<file path="src/rtl/rendezvous_join_pkg.sv">
package rendezvous_join_pkg;
  typedef enum logic {
    ST_WAIT = 1'b0,
    ST_HALT = 1'b1
  } rdv_state_e;
endpackage

</file>
<file path="src/rtl/rdv_seen_flag.sv">
// One sticky flag per watched event.
module rdv_seen_flag (
  input  logic clk,
  input  logic rst,
  input  logic clr,
  input  logic arm,
  input  logic ev,
  output logic q,
  output logic nxt
);
  assign nxt = q | (arm & ev);

  always_ff @(posedge clk) begin
    if (rst || clr) q <= 1'b0;
    else            q <= nxt;
  end
endmodule

</file>
<file path="src/rtl/rdv_ctrl.sv">
// Join state machine: waits until every flag is set, fires once, then halts.
module rdv_ctrl
  import rendezvous_join_pkg::*;
#(
  parameter int N_EV = 2
) (
  input  logic            clk,
  input  logic            rst,
  input  logic            abort_r,
  input  logic [N_EV-1:0] seen_nxt,
  output logic            arm,
  output logic            fire
);
  rdv_state_e state;

  assign arm = (state == ST_WAIT);

  always_ff @(posedge clk) begin
    if (rst || abort_r) begin
      state <= ST_WAIT;
      fire  <= 1'b0;
    end else if (state == ST_WAIT && (&seen_nxt)) begin
      state <= ST_HALT;
      fire  <= 1'b1;
    end else begin
      fire  <= 1'b0;
    end
  end
endmodule

</file>
<file path="src/rtl/rendezvous_join.sv">
module rendezvous_join (
  input  logic clk,
  input  logic rst,
  input  logic ev_a,
  input  logic ev_b,
  input  logic abort_r,
  output logic fire,
  output logic seen_a,
  output logic seen_b
);
  localparam int N_EV = 2;

  logic [N_EV-1:0] ev_vec;
  logic [N_EV-1:0] seen_q;
  logic [N_EV-1:0] seen_nxt;
  logic            arm;

  assign ev_vec = {ev_b, ev_a};

  for (genvar i = 0; i < N_EV; i++) begin : g_flag
    rdv_seen_flag u_flag (
      .clk (clk),
      .rst (rst),
      .clr (abort_r),
      .arm (arm),
      .ev  (ev_vec[i]),
      .q   (seen_q[i]),
      .nxt (seen_nxt[i])
    );
  end

  rdv_ctrl #(.N_EV(N_EV)) u_ctrl (
    .clk      (clk),
    .rst      (rst),
    .abort_r  (abort_r),
    .seen_nxt (seen_nxt),
    .arm      (arm),
    .fire     (fire)
  );

  assign seen_a = seen_q[0];
  assign seen_b = seen_q[1];
endmodule

</file>
<file path="config.mk">
export PLATFORM = sky130hd
export DESIGN_NAME = rendezvous_join
export DESIGN_NICKNAME = d
export VERILOG_FILES = /design/src/rtl/rendezvous_join_pkg.sv /design/src/rtl/rdv_seen_flag.sv /design/src/rtl/rdv_ctrl.sv /design/src/rtl/rendezvous_join.sv
export SDC_FILE = /design/constraint.sdc
export NUM_CORES = 1
export LEC_CHECK = 0
export BUFFER_PORTS_ARGS = -buffer_cell sky130_fd_sc_hd__clkbuf_2
export CAP_MARGIN = 0
export CORE_AREA = 2 2 39 41
export CTS_CLUSTER_SIZE = 40
export DETAILED_ROUTE_END_ITERATION = 12
export DIE_AREA = 0 0 41 43
export GPL_TIMING_DRIVEN = 0
export PLACE_DENSITY = 0.3
export SLEW_MARGIN = 0
export SYNTH_ARGS = -nofsm -noshare
export SYNTH_HDL_FRONTEND = slang
export SYNTH_SLANG_ARGS = --single-unit
</file>
<file path="constraint.sdc">
create_clock -name clk -period 1.1 [get_ports clk]
set_clock_uncertainty 0.15 [all_clocks]
set_input_delay 0.055 -clock clk [delete_from_list [all_inputs] [get_ports clk]]
set_output_delay 0.055 -clock clk [all_outputs]
set_load 0.005 [all_outputs]
</file>
==> impl_metrics.json <==
{
  "status": "completed",
  "gp_congestion": 0.5650,
  "io_pins": 8,
  "ys_top_cells_by_area": "dfxtp_1 52%, a21oi_2 17%, nand2b_1 8.1%",
  "avgSynthCellArea_um2": 10.34,
  "powerDensity_nw_per_um2": 1389,
  "first_pass_iters": 2,
  "h-tree-depth": 1,
  "synth_warnings": 0,
  "diodes": 0,
  "cpMaxStageDelayCell": "dlygate4sd3_1",
  "arrival_ns": 1.06,
  "drt_iter0_markers": 5,
  "cts_tree": "done",
  "setup_viol": 0,
  "startpoint_type": "primary input",
  "ys_ff_latch": 4,
  "async_flop_share_pct": 0,
  "yosysSeqAreaShare_pct": 51.61,
  "grt_pass1_wl_um": 538,
  "hold_viol": 0,
  "criticalPathCategory": "primary input to flop",
  "crit_buf_inv": 2,
  "tightest_slew_ns": 0.1995,
  "cts_sinks": 4,
  "die_y_um": 43,
  "holdCritStartpoint": "u_ctrl.state",
  "dp_hpwl_um": 246.6,
  "critPathRequiredTime_ns": 1.12,
  "synthToLayoutAreaGrowth_pct": 79.84,
  "die_w_um": 41,
  "vias": 148,
  "rsz0062_at_grt": "no",
  "crit_path_end_kind": "flop",
  "setup_ws_ns": 0.05687,
  "vdd_drop_max_mv": 0.2237,
  "wl_um": 332,
  "period_minus_slack_ns": 1.043,
  "finalCritPeriodShare_pct": 94.83,
  "drc": 0,
  "timing.rr.end": "u_ctrl.state",
  "syn-instance-count": 15,
  "grt_pass1_vias": 154,
  "grt_usage_pct": 4.915,
  "initial_utilization_pct": 11.21,
  "numCtsBuffers": 3,
  "drtAntennaViolNets": 0,
  "r2r_start": "g_flag[0].u_flag.q",
  "cp-startpoint": "abort_r",
  "worstHoldPathType": "flop to flop",
  "grt.overflow.total": 0,
  "cap_violations": 0,
  "port_buffers": 7,
  "path_clk_slew_ns": 0.04,
  "cts-root-buf": "clkbuf_4",
  "clk_latency_ns": 0.23,
  "layout-drive-gt1-share_pct": 55.17,
  "worst-path-stages": 4,
  "synth_commonest_cells": "4 x dfxtp_1, 3 x a21oi_2, 3 x inv_1",
  "antenna_found_initial": 0,
  "tns_ns": 0,
  "crit_path_max_fanout": 4,
  "syn_nets": 20,
  "rows": 14,
  "max_slew_margin_pct": 86.70,
  "cpLargestDelayFamily": "buffers and inverters",
  "yosys.area.top_type_share_pct": 51.61,
  "crit_chain": "dlygate4sd3_1 -> clkbuf_2 -> or2_4 -> a21oi_2",
  "synth_edf_count": 0,
  "drv_slew": 0,
  "core_area_um2": 1384,
  "post_cts_buffers": 0,
  "r2r_cells": 2,
  "yosysTopAreaCell": "dfxtp_1",
  "fillers": 157,
  "yosysMostFrequentCell": "dfxtp_1",
  "dieArea_um2": 1763,
  "yosysUniqueCellTypes": 7,
  "clock_path_buffers": 2,
  "cpPeakStageDelay_ns": 0.53,
  "vias_per_cell": 3.289,
  "endpoint": "u_ctrl.state",
  "p_leak_nw": 0.1199,
  "r2r_slack_ns": 0.21,
  "grt_max_degree": 5,
  "wl_per_cell_um": 7.378,
  "fmax_ghz": 0.9587,
  "ys_dominant_reg_cell": "dfxtp_1",
  "dpl_worst_slack_ns": 0.1530,
  "final_nets": 36,
  "synth_area_um2": 155.1
}
layout make-up:
type | count | area, um^2 | share of cell area, %
sequential | 4 | 80.08 | 28.70
clock buffer | 3 | 22.52 | 8.072
inverter | 3 | 11.26 | 4.036
tap | 16 | 20.02 | 7.175
timing repair buffer | 11 | 75.07 | 26.91
multi-input combinational | 8 | 70.07 | 25.11
how the worst min path moves through the flow:
stage,endpoint,slack [ns],depth (start not counted)
after floorplan,g_flag[0].u_flag.q,0.07,2
after global placement,g_flag[0].u_flag.q,0.18,3
after detailed placement,g_flag[0].u_flag.q,0.18,3
after CTS,g_flag[0].u_flag.q,0.32,2
after global routing,g_flag[0].u_flag.q,0.35,2
final,u_ctrl.fire,0.32,1
stage by stage:
stage	utilization, %	hold slack [ns]	instance area, um^2	cells	total power [mW]
global route	20.16	0.3540	279.0	45	0.4042
floorplan	-	0.07058	155.1	15	0.1794
CTS	19.71	0.3183	272.8	45	0.3965
detailed placement	15.19	0.1843	210.2	38	0.1956
finish	20.16	0.3248	279.0	45	0.3876
global placement	15.19	0.1765	210.2	38	0.1946
worst reg2reg max path, delay by kind of cell (launching register included):
family          cells  cell delay, ns
flops               1            0.32
compound gates      2            0.31
sequential cells by signal (all words and copies together), names as in the netlist:
name and count:
u_ctrl.state 1, u_ctrl.fire 1, g_flag.u_flag.q 2
per-layer routing:
metal  part of all wire (%)  routed length, um  vias to the layer above  GRT usage, %
li1                       -                  -                       77             -
met1                     36                119                       69         5.449
met2                     59                196                        2         6.250
met3                    4.5                 15                        0             0
met4                      0                  0                        0         8.000
met5                      0                  0                        -             0
where the power goes:
part / internal (mW) / switching (mW)
clock: 0.122 / 0.0595
combinational: 0.0287 / 0.0194
sequential: 0.153 / 0.00529
total: 0.303 / 0.0842
kinds of logic after synthesis:
| family | synth area share (%) |
|---|---|
| buffers and inverters | 7.258 |
| AO/OA/AOI/OAI | 20.97 |
| flip-flops | 51.61 |
| AND/OR/NAND/NOR | 20.16 |
repair_timing:
action / CTS / global route
hold endpoints to repair: 4 / 0
hold buffers: 4 / 0
setup endpoints to repair: 0 / 2
resized for setup: 0 / 1
cell usage in the layout (no fill, tap or decap):
master         n
inv_1          3
nor3_2         1
clkbuf_4       3
clkbuf_2       7
dfxtp_1        4
o22ai_2        1
or2_4          1
a21oi_2        3
nand2b_1       2
dlygate4sd3_1  4
No activity file was read; power rests on OpenSTA's default activity.
